File: src/rtl/sbus_csr_pkg.sv
`timescale 1ns/1ps
package sbus_csr_pkg;

  typedef enum logic [1:0] {
    RSP_DONE     = 2'd0,
    RSP_TYPE_ERR = 2'd1,
    RSP_ADDR_ERR = 2'd2
  } rsp_e;

  typedef enum logic [3:0] {
    REG_NONE,
    REG_ST_CLR,
    REG_ST_SET,
    REG_NODE,
    REG_RST_START,
    REG_SPLIT_HI,
    REG_SPLIT_LO,
    REG_CYCLE,
    REG_BUSTIME,
    REG_BUSY_TO,
    REG_BM_ID,
    REG_BW,
    REG_CH_HI,
    REG_CH_LO,
    REG_BCAST
  } reg_e;

  // byte offsets inside the register space
  localparam int OFF_ST_CLR      = 'h000;
  localparam int OFF_ST_SET      = 'h004;
  localparam int OFF_NODE        = 'h008;
  localparam int OFF_RST_START   = 'h00C;
  localparam int OFF_SPLIT_HI    = 'h018;
  localparam int OFF_SPLIT_LO    = 'h01C;
  localparam int OFF_CYCLE       = 'h200;
  localparam int OFF_BUSTIME     = 'h204;
  localparam int OFF_BUSY_TO     = 'h210;
  localparam int OFF_BM_ID       = 'h21C;
  localparam int OFF_BW          = 'h220;
  localparam int OFF_CH_HI       = 'h224;
  localparam int OFF_CH_LO       = 'h228;
  localparam int OFF_BCAST       = 'h234;

  localparam logic [31:0] BM_ID_VAL  = 32'h0000_003F;
  localparam logic [31:0] BW_VAL     = 32'd4915;
  localparam logic [31:0] CH_HI_VAL  = 32'hFFFF_FFFE;
  localparam logic [31:0] CH_LO_VAL  = 32'hFFFF_FFFF;
  localparam logic [12:0] SPLIT_LO_RST = 13'd800;

endpackage

File: src/rtl/sbus_csr_decode.sv
`timescale 1ns/1ps
module sbus_csr_decode
  import sbus_csr_pkg::*;
#(
  parameter int ADDR_W = 10
) (
  input  logic [ADDR_W-1:0] offset,
  input  logic              is_write,
  output reg_e              sel,
  output rsp_e              code
);

  always_comb begin
    sel = REG_NONE;
    case (offset)
      ADDR_W'(OFF_ST_CLR):    sel = REG_ST_CLR;
      ADDR_W'(OFF_ST_SET):    sel = REG_ST_SET;
      ADDR_W'(OFF_NODE):      sel = REG_NODE;
      ADDR_W'(OFF_RST_START): sel = REG_RST_START;
      ADDR_W'(OFF_SPLIT_HI):  sel = REG_SPLIT_HI;
      ADDR_W'(OFF_SPLIT_LO):  sel = REG_SPLIT_LO;
      ADDR_W'(OFF_CYCLE):     sel = REG_CYCLE;
      ADDR_W'(OFF_BUSTIME):   sel = REG_BUSTIME;
      ADDR_W'(OFF_BUSY_TO):   sel = REG_BUSY_TO;
      ADDR_W'(OFF_BM_ID):     sel = REG_BM_ID;
      ADDR_W'(OFF_BW):        sel = REG_BW;
      ADDR_W'(OFF_CH_HI):     sel = REG_CH_HI;
      ADDR_W'(OFF_CH_LO):     sel = REG_CH_LO;
      ADDR_W'(OFF_BCAST):     sel = REG_BCAST;
      default:                sel = REG_NONE;
    endcase
  end

  always_comb begin
    case (sel)
      REG_NONE, REG_BUSY_TO:            code = RSP_ADDR_ERR;
      REG_RST_START:                    code = is_write ? RSP_DONE : RSP_TYPE_ERR;
      REG_BM_ID, REG_BW,
      REG_CH_HI, REG_CH_LO:             code = is_write ? RSP_TYPE_ERR : RSP_DONE;
      default:                          code = RSP_DONE;
    endcase
  end

endmodule

File: src/rtl/sbus_csr_timebase.sv
`timescale 1ns/1ps
module sbus_csr_timebase (
  input  logic        clk,
  input  logic        rst_n,
  input  logic        sample_en,
  input  logic [31:0] cyc_in,
  input  logic        cyc_wr_en,
  input  logic        bus_wr_en,
  input  logic [31:0] wr_data,
  output logic [31:0] rd_cycle,
  output logic [31:0] rd_bus
);

  logic [31:0] cyc_q, cyc_nxt;
  logic [24:0] bus_q, bus_nxt, bus_now;
  logic        wrap, cyc_en, bus_en;

  always_comb begin
    wrap     = sample_en && (cyc_in < cyc_q);
    bus_now  = wrap ? bus_q + 25'd1 : bus_q;
    bus_nxt  = bus_wr_en ? wr_data[31:7] : bus_now;
    bus_en   = bus_wr_en | wrap;
    cyc_nxt  = cyc_wr_en ? wr_data : cyc_in;
    cyc_en   = cyc_wr_en | sample_en;
    rd_cycle = cyc_in;
    rd_bus   = {bus_now, 7'b0} | {25'b0, cyc_in[31:25]};
  end

  always_ff @(posedge clk or negedge rst_n) begin
    if (!rst_n) begin
      cyc_q <= '0;
      bus_q <= '0;
    end else begin
      if (cyc_en) cyc_q <= cyc_nxt;
      if (bus_en) bus_q <= bus_nxt;
    end
  end


  wrap_step_chk: assert property (@(posedge clk) disable iff (!rst_n)
    (sample_en && !bus_wr_en && (cyc_in < cyc_q)) |=> (bus_q == $past(bus_q) + 25'd1));


  bus_hold_chk: assert property (@(posedge clk) disable iff (!rst_n)
    (!sample_en && !bus_wr_en) |=> $stable(bus_q));


  cyc_track_chk: assert property (@(posedge clk) disable iff (!rst_n)
    (sample_en && !cyc_wr_en) |=> (cyc_q == $past(cyc_in)));

endmodule

File: src/rtl/sbus_csr_split.sv
`timescale 1ns/1ps
module sbus_csr_split
  import sbus_csr_pkg::*;
#(
  parameter int TICK_HZ = 100,
  parameter int EXP_W   = 32
) (
  input  logic             clk,
  input  logic             rst_n,
  input  logic             wr_hi,
  input  logic             wr_lo,
  input  logic [2:0]       hi_in,
  input  logic [12:0]      lo_in,
  output logic [31:0]      rd_hi,
  output logic [31:0]      rd_lo,
  output logic [EXP_W-1:0] expire
);

  localparam int UNIT_W = 16;
  localparam int PROD_W = UNIT_W + $clog2(TICK_HZ + 1);

  function automatic logic [EXP_W-1:0] calc_expire(input logic [2:0] h, input logic [12:0] l);
    logic [PROD_W-1:0] units;
    logic [PROD_W-1:0] prod;
    units = PROD_W'({h, 13'b0}) + PROD_W'(l);
    prod  = units * PROD_W'(TICK_HZ);
    return EXP_W'((prod >> 13) + PROD_W'(1));
  endfunction

  localparam logic [EXP_W-1:0] EXP_RST = calc_expire(3'd0, SPLIT_LO_RST);

  logic [2:0]       hi_q, hi_nxt;
  logic [12:0]      lo_q, lo_nxt;
  logic [EXP_W-1:0] exp_q, exp_nxt;
  logic             upd_en;

  always_comb begin
    hi_nxt  = wr_hi ? hi_in : hi_q;
    lo_nxt  = wr_lo ? lo_in : lo_q;
    upd_en  = wr_hi | wr_lo;
    exp_nxt = calc_expire(hi_nxt, lo_nxt);
  end

  always_ff @(posedge clk or negedge rst_n) begin
    if (!rst_n) begin
      hi_q  <= '0;
      lo_q  <= SPLIT_LO_RST;
      exp_q <= EXP_RST;
    end else if (upd_en) begin
      hi_q  <= hi_nxt;
      lo_q  <= lo_nxt;
      exp_q <= exp_nxt;
    end
  end

  assign rd_hi  = {29'b0, hi_q};
  assign rd_lo  = {lo_q, 19'b0};
  assign expire = exp_q;


  expire_hold_chk: assert property (@(posedge clk) disable iff (!rst_n)
    !(wr_hi || wr_lo) |=> $stable(expire));


  hi_keep_chk: assert property (@(posedge clk) disable iff (!rst_n)
    wr_hi |=> (rd_hi == {29'b0, $past(hi_in)}));

endmodule

File: src/rtl/sbus_csr_file.sv
`timescale 1ns/1ps
module sbus_csr_file
  import sbus_csr_pkg::*;
#(
  parameter int ADDR_W  = 10,
  parameter int LEN_W   = 8,
  parameter int TICK_HZ = 100,
  parameter int EXP_W   = 32
) (
  input  logic              clk,
  input  logic              rst_n,
  input  logic              req_valid,
  input  logic              req_write,
  input  logic [ADDR_W-1:0] req_offset,
  input  logic [LEN_W-1:0]  req_len,
  input  logic [31:0]       wr_data,
  input  logic [31:0]       cycle_count,
  input  logic              bus_reset_evt,
  input  logic              node_is_root,
  input  logic [15:0]       phy_node_id,
  output logic              busy,
  output logic              beat_valid,
  output logic [31:0]       beat_data,
  output logic              done_valid,
  output logic [1:0]        done_code,
  output logic [15:0]       node_id,
  output logic [EXP_W-1:0]  split_expire
);

  localparam int CNT_W = LEN_W - 2;

  // reset: asserted asynchronously, released on the clock
  logic [1:0] rst_pipe;
  logic       rst_s_n;

  always_ff @(posedge clk or negedge rst_n) begin
    if (!rst_n) rst_pipe <= '0;
    else        rst_pipe <= {rst_pipe[0], 1'b1};
  end
  assign rst_s_n = rst_pipe[1];

  // sequencer state
  logic              busy_q, busy_nxt;
  logic [ADDR_W-1:0] off_q, off_nxt;
  logic [CNT_W-1:0]  left_q, left_nxt;
  logic              wr_q, wr_nxt;
  logic              bv_q, bv_nxt;
  logic [31:0]       bd_q, bd_nxt;
  logic              dv_q, dv_nxt;
  rsp_e              dc_q, dc_nxt;
  logic              seq_en;

  logic              accept, misfit, beat_ok, we, re;
  reg_e              cur_sel;
  rsp_e              cur_code;
  logic [31:0]       rd_word;

  // register state
  logic [31:0] state_q, state_nxt;
  logic        state_en;
  logic [15:0] node_q, node_nxt;
  logic        node_en;
  logic        bc_valid_q, bc_valid_nxt;
  logic        bc_en;

  logic [31:0] rd_cycle, rd_bus, rd_hi, rd_lo;

  sbus_csr_decode #(.ADDR_W(ADDR_W)) u_decode (
    .offset   (off_q),
    .is_write (wr_q),
    .sel      (cur_sel),
    .code     (cur_code)
  );

  always_comb begin
    misfit  = (req_offset[1:0] != 2'b00) || (req_len[1:0] != 2'b00) ||
              (req_len[LEN_W-1:2] == '0);
    accept  = req_valid && !busy_q;
    beat_ok = busy_q && (cur_code == RSP_DONE);
    we      = beat_ok && wr_q;
    re      = beat_ok && !wr_q;
  end

  sbus_csr_timebase u_timebase (
    .clk       (clk),
    .rst_n     (rst_s_n),
    .sample_en (re && ((cur_sel == REG_CYCLE) || (cur_sel == REG_BUSTIME))),
    .cyc_in    (cycle_count),
    .cyc_wr_en (we && (cur_sel == REG_CYCLE)),
    .bus_wr_en (we && (cur_sel == REG_BUSTIME)),
    .wr_data   (wr_data),
    .rd_cycle  (rd_cycle),
    .rd_bus    (rd_bus)
  );

  sbus_csr_split #(.TICK_HZ(TICK_HZ), .EXP_W(EXP_W)) u_split (
    .clk    (clk),
    .rst_n  (rst_s_n),
    .wr_hi  (we && (cur_sel == REG_SPLIT_HI)),
    .wr_lo  (we && (cur_sel == REG_SPLIT_LO)),
    .hi_in  (wr_data[2:0]),
    .lo_in  (wr_data[31:19]),
    .rd_hi  (rd_hi),
    .rd_lo  (rd_lo),
    .expire (split_expire)
  );

  // read multiplexer
  always_comb begin
    case (cur_sel)
      REG_ST_CLR, REG_ST_SET: rd_word = state_q;
      REG_NODE:               rd_word = {node_q, 16'h0000};
      REG_SPLIT_HI:           rd_word = rd_hi;
      REG_SPLIT_LO:           rd_word = rd_lo;
      REG_CYCLE:              rd_word = rd_cycle;
      REG_BUSTIME:            rd_word = rd_bus;
      REG_BM_ID:              rd_word = BM_ID_VAL;
      REG_BW:                 rd_word = BW_VAL;
      REG_CH_HI:              rd_word = CH_HI_VAL;
      REG_CH_LO:              rd_word = CH_LO_VAL;
      REG_BCAST:              rd_word = {1'b1, bc_valid_q, 24'h0, 6'h1F};
      default:                rd_word = 32'h0;
    endcase
  end

  // sequencer next state
  always_comb begin
    busy_nxt = busy_q;
    off_nxt  = off_q;
    left_nxt = left_q;
    wr_nxt   = wr_q;
    bv_nxt   = 1'b0;
    bd_nxt   = bd_q;
    dv_nxt   = 1'b0;
    dc_nxt   = dc_q;
    if (busy_q) begin
      if (cur_code != RSP_DONE) begin
        dv_nxt   = 1'b1;
        dc_nxt   = cur_code;
        busy_nxt = 1'b0;
      end else begin
        if (!wr_q) begin
          bv_nxt = 1'b1;
          bd_nxt = rd_word;
        end
        if (left_q == CNT_W'(1)) begin
          dv_nxt   = 1'b1;
          dc_nxt   = RSP_DONE;
          busy_nxt = 1'b0;
        end else begin
          off_nxt  = off_q + ADDR_W'(4);
          left_nxt = left_q - CNT_W'(1);
        end
      end
    end else if (accept) begin
      if (misfit) begin
        dv_nxt = 1'b1;
        dc_nxt = RSP_TYPE_ERR;
      end else begin
        busy_nxt = 1'b1;
        off_nxt  = req_offset;
        left_nxt = req_len[LEN_W-1:2];
        wr_nxt   = req_write;
      end
    end
    seq_en = busy_q | accept;
  end

  always_ff @(posedge clk or negedge rst_s_n) begin
    if (!rst_s_n) begin
      busy_q <= 1'b0;
      off_q  <= '0;
      left_q <= '0;
      wr_q   <= 1'b0;
      bv_q   <= 1'b0;
      bd_q   <= '0;
      dv_q   <= 1'b0;
      dc_q   <= RSP_DONE;
    end else begin
      bv_q <= bv_nxt;
      dv_q <= dv_nxt;
      if (seq_en) begin
        busy_q <= busy_nxt;
        off_q  <= off_nxt;
        left_q <= left_nxt;
        wr_q   <= wr_nxt;
        bd_q   <= bd_nxt;
        dc_q   <= dc_nxt;
      end
    end
  end

  // register file next state
  always_comb begin
    state_en  = bus_reset_evt || (we && ((cur_sel == REG_ST_SET) || (cur_sel == REG_ST_CLR)));
    if (bus_reset_evt)
      state_nxt = state_q & (node_is_root ? 32'h0000_0300 : 32'h0000_0200);
    else if (cur_sel == REG_ST_SET)
      state_nxt = state_q | wr_data;
    else
      state_nxt = state_q & ~wr_data;

    node_en  = bus_reset_evt || (we && (cur_sel == REG_NODE));
    node_nxt = bus_reset_evt ? phy_node_id : {wr_data[31:22], node_q[5:0]};

    bc_en        = bus_reset_evt || (we && (cur_sel == REG_BCAST));
    bc_valid_nxt = bus_reset_evt ? 1'b0 : wr_data[30];
  end

  always_ff @(posedge clk or negedge rst_s_n) begin
    if (!rst_s_n) begin
      state_q    <= '0;
      node_q     <= '0;
      bc_valid_q <= 1'b0;
    end else begin
      if (state_en) state_q    <= state_nxt;
      if (node_en)  node_q     <= node_nxt;
      if (bc_en)    bc_valid_q <= bc_valid_nxt;
    end
  end

  assign busy       = busy_q;
  assign beat_valid = bv_q;
  assign beat_data  = bd_q;
  assign done_valid = dv_q;
  assign done_code  = dc_q;
  assign node_id    = node_q;


  done_idle_chk: assert property (@(posedge clk) disable iff (!rst_s_n)
    dv_q |-> !busy_q);


  beat_src_chk: assert property (@(posedge clk) disable iff (!rst_s_n)
    (busy_q && !wr_q && (cur_code == RSP_DONE)) |=> bv_q);


  misfit_chk: assert property (@(posedge clk) disable iff (!rst_s_n)
    (accept && misfit) |=> (dv_q && (dc_q == RSP_TYPE_ERR) && !busy_q && !bv_q));


  cmstr_drop_chk: assert property (@(posedge clk) disable iff (!rst_s_n)
    (bus_reset_evt && !node_is_root) |=> !state_q[8]);


  node_field_chk: assert property (@(posedge clk) disable iff (!rst_s_n)
    !bus_reset_evt |=> (node_q[5:0] == $past(node_q[5:0])));


  bcast_hold_chk: assert property (@(posedge clk) disable iff (!rst_s_n)
    (!bus_reset_evt && !(we && (cur_sel == REG_BCAST))) |=> $stable(bc_valid_q));

endmodule

File: config.mk
export PLATFORM = sky130hd
export DESIGN_NAME = sbus_csr_file
export DESIGN_NICKNAME = d
export VERILOG_FILES = /design/src/rtl/sbus_csr_pkg.sv /design/src/rtl/sbus_csr_decode.sv /design/src/rtl/sbus_csr_timebase.sv /design/src/rtl/sbus_csr_split.sv /design/src/rtl/sbus_csr_file.sv
export SDC_FILE = /design/constraint.sdc
export NUM_CORES = 1
export LEC_CHECK = 0
export ABC_AREA = 1
export BUFFER_PORTS_ARGS = -buffer_cell sky130_fd_sc_hd__buf_2
export CAP_MARGIN = 20
export CORE_MARGIN = 2
export CORE_UTILIZATION = 45
export CTS_CLUSTER_SIZE = 10
export DETAILED_ROUTE_END_ITERATION = 8
export PLACE_DENSITY = 0.65
export SLEW_MARGIN = 20
export SYNTH_ARGS = -nofsm -noshare
export SYNTH_HDL_FRONTEND = slang
export SYNTH_SLANG_ARGS = --single-unit
File: constraint.sdc
create_clock -name clk -period 13.75 [get_ports clk]
set_input_delay 2.0625 -clock clk [delete_from_list [all_inputs] [get_ports clk]]
set_output_delay 2.0625 -clock clk [all_outputs]
set_load 0.02 [all_outputs]
# ---- Yosys cells after proc, flatten, opt, wreduce, memory -nomap -nowiden
# Cells that the tools add are included.
dict set report classes {
  add_sub_neg 5
  multipliers 1
  n_div 0
  order_cmp 1
  n_eq_ne 32
  n_shift 0
  muxes 43
  bitwise_logic 13
  reduce_logical 39
}
# op count
set op_table {}
lappend op_table {{$pmux W32 S11} 1}
lappend op_table {{$mux W32} 3}
lappend op_table {{$eq A10 B10 Y1 const B} 8}
lappend op_table {{$pmux W4 S14} 1}
lappend op_table {{$mux W10} 5}
lappend op_table {{$mux W25} 2}
lappend op_table {{$and A32 B10 Y32} 1}
lappend op_table {{$and A32 B32 Y32} 1}
lappend op_table {{$lt A32 B32 Y1} 1}
lappend op_table {{$not A32 Y32} 1}
lappend op_table {{$or A32 B32 Y32} 1}
lappend op_table {{$or A32 B7 Y32} 1}
lappend op_table {{$mux W6} 5}
lappend op_table {{$eq A4 B4 Y1 const B} 7}
lappend op_table {{$add A25 B1 Y25 const B} 1}
lappend op_table {{$mul A23 B5 Y21 const B} 1}
lappend op_table {{$eq A10 B4 Y1 const B} 2}
lappend op_table {{$eq A10 B5 Y1 const B} 2}
lappend op_table {{$add A16 B13 Y17} 1}
lappend op_table {{$eq A4 B3 Y1 const B} 4}
lappend op_table {{$mux W1} 16}
lappend op_table {{$mux W16} 1}
lappend op_table {{$logic_and A1 B1 Y1} 13}
lappend op_table {{$mux W13} 1}
lappend op_table {{27 further kinds} 54}
dict set report totals {
  ff_bits 210
  latchBits 0
  mem_bits_rw 0
  mem_bits_ro 0
  inputBits 104
  output_inout_bits 85
  word_cells 152
  mem_count 0
}

# ---- Logic depth before layout (Yosys ltp)
dict set report logic_depth {
  word_depth 13
  mapped_depth 40
  ltp_nobuf 39
}

# ---- Hierarchy
# From an unflattened synthesis, not the netlist that was laid out.
dict set report hier_totals {
  hier_cells 2239
  hier_area_um2 14986.9
}
# mod instances cells_each area_each_um2 seq_area_each_um2
set by_module_without_submodules {}
lappend by_module_without_submodules {sbus_csr_file 1 1052 6560.0 2627.5}
lappend by_module_without_submodules {sbus_csr_timebase 1 649 4605.7 1426.4}
lappend by_module_without_submodules {sbus_csr_split 1 458 3382.0 681.9}
lappend by_module_without_submodules {sbus_csr_decode 1 80 439.2 0.0}

# ---- Worst setup path after synthesis
# No wires, ideal clock.
dict set report synth_timing {
  path_type {register to register}
  startpoint {reg off_q[2]}
  endpoint {reg u_split.exp_q[8], in the netlist u_split.expire[8]}
  setup_ns 0.122
  t_arrival_ns 5.318
  required_time_ns 13.628
  slack_ns 8.310
  stages_incl_launch_ff 35
  n_path_buf 2
  period_less_slack_ns 5.440
  cell_sequence {dfrtp_1 -> inv_1 -> ha_1 -> inv_1 -> nor2_2 -> nand3_2 -> nand2_2 -> nor2_2 -> nand2_4 -> nor2_1 -> a21oi_4 -> nand4_4 -> nor2_8 -> buf_1 -> clkbuf_1 -> nand2_1 -> o21ai_0 -> ha_1 -> ha_1 -> inv_1 -> fa_1 -> inv_1 -> ha_1 -> nand2_1 -> o21a_1 -> nand2_2 -> xor2_4 -> ha_1 -> inv_1 -> nor2_1 -> nand2_2 -> nor2_4 -> nand3_1 -> nand2_1 -> o21ai_1}
}
dict set report synth_via {
  elab_chain_cells 13
  elab_cells_between_ends 38
  classes_between {add/sub: 2; mul: 1; eq/ne: 21; mux: 4; bitwise: 1; reduce/logical: 9}
}
# element line
set synth_lines {}
lappend synth_lines {{start: declaration} sbus_csr_file.sv:44} ;# logic [ADDR_W-1:0] off_q, off_nxt;
lappend synth_lines {{start signal: assignment} sbus_csr_file.sv:184} ;# off_q <= off_nxt;
lappend synth_lines {{$eq A10 B10 Y1 (tied with other cells)} sbus_csr_decode.sv:15} ;# case (offset)
lappend synth_lines {{$pmux W4 S14 (*)} sbus_csr_decode.sv:15}
lappend synth_lines {{$eq A4 B4 Y1 or $logic_not A4 Y1 (tied branches)} sbus_csr_decode.sv:35} ;# case (sel)
lappend synth_lines {{$reduce_or A4 Y1 or $reduce_or A2 Y1 (tied branches)} sbus_csr_decode.sv:35}
lappend synth_lines {{$pmux W2 S3} sbus_csr_decode.sv:35}
lappend synth_lines {{$logic_not A2 Y1} sbus_csr_file.sv:79} ;# beat_ok = busy_q && (cur_code == RSP_DONE);
lappend synth_lines {{$logic_and A1 B1 Y1} sbus_csr_file.sv:79}
lappend synth_lines {{$logic_and A1 B1 Y1} sbus_csr_file.sv:80} ;# we = beat_ok && wr_q;
lappend synth_lines {{$logic_and A1 B1 Y1, on equally long branches} {sbus_csr_file.sv:100, sbus_csr_file.sv:99}}
lappend synth_lines {{$mux W13 or $mux W3 (tied branches)} {sbus_csr_split.sv:39, sbus_csr_split.sv:38}}
lappend synth_lines {{$add A16 B13 Y17} sbus_csr_split.sv:25} ;# units = PROD_W'({h, 13'b0}) + PROD_W'(l);
lappend synth_lines {{$mul A23 B5 Y21} sbus_csr_split.sv:26} ;# prod = units * PROD_W'(TICK_HZ);
lappend synth_lines {{$add A10 B1 Y11} sbus_csr_split.sv:27} ;# return EXP_W'((prod >> 13) + PROD_W'(1));
lappend synth_lines {{end signal: assignment} sbus_csr_split.sv:52} ;# exp_q <= exp_nxt;
lappend synth_lines {{end: declaration} sbus_csr_split.sv:34} ;# logic [EXP_W-1:0] exp_q, exp_nxt;
# Mark *: on every way between the ends. The rest lies on a longest branch, timed or not.
# A chain may end at the register's enable or synchronous reset.

# ---- Worst setup path after layout
dict set report layout_timing {
  startpoint {reg off_q[2]}
  endpoint {reg u_split.exp_q[5], in the netlist u_split.expire[5]}
}
dict set report layout_via {
  elab_chain_cells 13
  elab_cells_between_ends 38
  classes_between {add/sub: 2; mul: 1; eq/ne: 21; mux: 4; bitwise: 1; reduce/logical: 9}
}
# element line
set layout_lines {}
lappend layout_lines {{$eq A10 B10 Y1 (tied with other cells)} sbus_csr_decode.sv:15}
lappend layout_lines {{$pmux W4 S14 (*)} sbus_csr_decode.sv:15}
lappend layout_lines {{$eq A4 B4 Y1 or $logic_not A4 Y1 (tied branches)} sbus_csr_decode.sv:35}
lappend layout_lines {{$reduce_or A4 Y1 or $reduce_or A2 Y1 (tied branches)} sbus_csr_decode.sv:35}
lappend layout_lines {{$pmux W2 S3} sbus_csr_decode.sv:35}
lappend layout_lines {{$logic_not A2 Y1} sbus_csr_file.sv:79}
lappend layout_lines {{$logic_and A1 B1 Y1} sbus_csr_file.sv:79}
lappend layout_lines {{$logic_and A1 B1 Y1} sbus_csr_file.sv:80}
lappend layout_lines {{$logic_and A1 B1 Y1 (*)} sbus_csr_file.sv:100} ;# .wr_lo (we && (cur_sel == REG_SPLIT_LO)),
lappend layout_lines {{$mux W13 (*)} sbus_csr_split.sv:39} ;# lo_nxt = wr_lo ? lo_in : lo_q;
lappend layout_lines {{net u_split.lo_nxt[11]} sbus_csr_split.sv:33} ;# logic [12:0] lo_q, lo_nxt;
lappend layout_lines {{$add A16 B13 Y17 (*)} sbus_csr_split.sv:25}
lappend layout_lines {{$mul A23 B5 Y21 (*)} sbus_csr_split.sv:26}
lappend layout_lines {{$add A10 B1 Y11 (*)} sbus_csr_split.sv:27}
# The timed path passes the listed nets; every way through them passes the cells marked *.

==> flow_summary_export.csv <==
group,metric,value,unit
clock_network,cts_max_level,4,
routing,dr_wl_met3,1.82,mm
synthesis,yosys.area_share.simple,0.210,
setup_path,crit_required,14.09,ns
clock_network,postCtsHoldBufs,0,
global_route,grt_usage,0.262,
placement,hpwl,29.4,mm
routing,viasPerCell,5.46,
timing,fmax,0.158,GHz
die,rows,62,
global_route,gr-total-overflow,0,
timing,fin_crit,6.34,ns
synthesis,synth-compound-area-share,0.196,
layout,antenna_cells,0,
synthesis,synth-seq-cells,189,
die,io_pins,189,
placement,gp_congestion,0.922,
clock_network,cts_root_buf,"clkbuf_16",
setup_path,slowest_delay,0.53,ns
layout,final_area,14700,sq um
die,core-area,28500,sq um
routing,firstDrtPassIters,7,
clock_network,postCtsSetupRepairBufs,0,
setup_path,critPathMostFrequentCell,"inv_1",
layout,fin_nets,2040,
synthesis,ys_seq_area_frac,0.365,
power_and_ir_drop,total_power,0.00196,W
timing,drv_slew,0,
timing,finalCritPeriodShare,0.461,
hold_path,hold_start,"rst_pipe[0]",
synthesis,synth.most_common_cell,"nand2_1",
routing,drt_iter0_drc,1034,
setup_path,worstSetupStartpointType,"register",
setup_path,crit_start,"off_q[2]",
setup_path,worstPathArrival,6.68,ns
global_route,grt_max_degree,72,
synthesis,yosys-top-cells-count,"nand2_1 (316), inv_1 (211), dfrtp_1 (184)",
synthesis,synth_top_family_by_area,"simple AND/OR/NAND/NOR gates",
power_and_ir_drop,leakagePower,7.05,nW
setup_path,reg2reg_slack,7.41,ns
global_route,grt_pass1_wl,63.0,mm
setup_path,r2r-start,"off_q[2]",
routing,wl_met1,17.5,mm
global_route,grt_pass1_vias,11745,
timing,finalSetupTns,0,ns
setup_path,slowest_stage,"o21ai_0",
routing,routed_wl,39.5,mm
global_route,antenna_found_initial,1,
clock_network,post_cts_resized,0,
routing,antenna_left,0,
placement,placed_cell_area,14100,sq um
power_and_ir_drop,power-per-cell-area,134,nW/um^2
clock_network,cts_buffers,17,
timing,setup_viol,0,
synthesis,synth_cell_types,57,
routing,wl_met2,19.0,mm
die,start_util,0.454,
synthesis,synthArstFlopShare,1.00,
timing,maxSlewHeadroom,0.363,
clock_network,cts.reportedPaths.clkPinSlew,0.08,ns
routing,drc,0,
die,die_w,174,um
routing,vias,12188,
timing,hold_viol,0,
die,die_y,174,um
setup_path,endpoint_kind,"register",
synthesis,netlist.area_leader.share,0.355,
layout,n_fill_cell,2902,
synthesis,synth_area_leaders,"dfrtp_1 (35%), nand2_1 (9.1%), ha_1 (8.9%), o21ai_0 (6.2%), inv_1 (6.1%)",
synthesis,yosys_warnings,0,
synthesis,synthAdderAreaFrac,0.0995,
placement,io_buffers,167,
setup_path,crit_type,"register to register",
timing,fin_skew,0.0194,ns
synthesis,synth-xor-area-share,0.0305,
run,maxCapViolations,0,
clock_network,cts_sinks,189,
synthesis,yosys.area.top_type,"dfrtp_1",
layout,layout-drive-gt1-share,0.166,
power_and_ir_drop,peakVddDrop,0.0709,mV
die,die_area,30200,sq um
synthesis,mappedNetlistArea,13000,sq um
synthesis,synth_flop_cell,"dfrtp_1",
synthesis,muxShareOfSynthArea,0.00251,
routing,wl_per_cell,17.7,um
synthesis,synth_cells,1697,
outcome,status,"finished, final reports clean",
synthesis,synth-edff-count,0,
timing,tightestPinTransition,0.956,ns
routing,top_layer,"met5",
hold_path,hold_class,"register to register",
layout,fin_util,0.515,
setup_path,critical_path_peak_fanout,43,
synthesis,synth_area_per_cell,7.64,sq um
timing,rsz0062_at_grt,"false",
clock_network,clock_path_buffers,2,
clock_network,cts_tree,"yes",
layout,area_growth,13.4,%
clock_network,clock_latency,0.46,ns
[power by group]
| group | leakage [nW] | total (W) | switching [W] | internal (W) |
|---|---|---|---|---|
| Clock | 0.295 | 0.000531 | 0.000267 | 0.000264 |
| Combinational | 4.61 | 0.000740 | 0.000514 | 0.000225 |
| Sequential | 2.15 | 0.000694 | 0.0000595 | 0.000635 |
| Total | 7.05 | 0.00196 | 0.000841 | 0.00112 |
[worst paths after layout]
check	end	cells after the start
max in group asynchronous	u_timebase.cyc_q[29]	2
min in group asynchronous	u_split.expire[9]	0
worst max-delay path	u_split.expire[5]	32
worst max register to register	u_split.expire[5]	32
worst min register to register	rst_pipe[1]	0
worst min-delay path	rst_pipe[1]	0
[cell families after synthesis]
family	after synthesis
and+or+nand+nor	616
AOI/OAI and AO/OA	439
buffers and inverters	309
DFF	189
adders and majority gates	99
xor gates and xnor gates	40
muxes	3
other	2
[critical path, delay by kind of cell, from the launching register on]
kind	cells	cell delay, ns
AOI/OAI and AO/OA	2	0.61
xor gates and xnor gates	2	0.43
adders and majority gates	5	1.67
buffers and inverters	6	0.46
DFF	1	0.42
and+or+nand+nor	17	2.59
[flip-flops by register name, indices dropped and copies added, names as in the netlist, named ones only]
| register | cells |
|---|---|
| beat_data | 32 |
| u_timebase.cyc_q | 32 |
| state_q | 31 |
| u_timebase.bus_q | 25 |
| node_id | 16 |
| u_split.lo_q | 13 |
| u_split.expire | 11 |
| off_q | 10 |
| left_q | 6 |
| u_split.hi_q | 3 |
| done_code | 2 |
| rst_pipe | 2 |
| bc_valid_q | 1 |
| beat_valid | 1 |
| busy | 1 |
| done_valid | 1 |
| wr_q | 1 |
[through the flow]
stage	cells	hold WS (ns)	setup WS, ns
2_1_floorplan	1717	0.331	8.10
3_3_place_gp	2202	0.339	7.71
3_5_place_dp	2202	0.346	7.49
4_1_cts	2234	0.367	7.39
5_1_grt	2234	0.367	6.71
6_report	2234	0.363	7.41
[area by class of cell]
cell class	instances	area, sq um	area share
multi-input cells	1219	7080	0.481
clock buffers	17	425	0.0289
flip-flops and latches	189	4740	0.322
clock inverters	15	193	0.0131
inverters	230	865	0.0588
repair buffers	180	933	0.0634
well taps	384	480	0.0327
[layout by cell type (no fill, tap or decap), types with 27 or more instances in the layout]
master,instances
nand3_1,42
xor2_1,27
nor2_1,152
inv_1,210
nand2_1,316
ha_1,92
o21ai_0,160
dfrtp_1,183
o22ai_1,61
buf_2,167
a21oi_1,121
[per-layer routing]
layer  track usage  vias to the layer above
met5             0                        -
met4        0.0900                        2
met3        0.0303                       76
met2         0.447                      405
met1         0.345                     5784
li1              -                     5921
(Power assumes the default switching activity.)
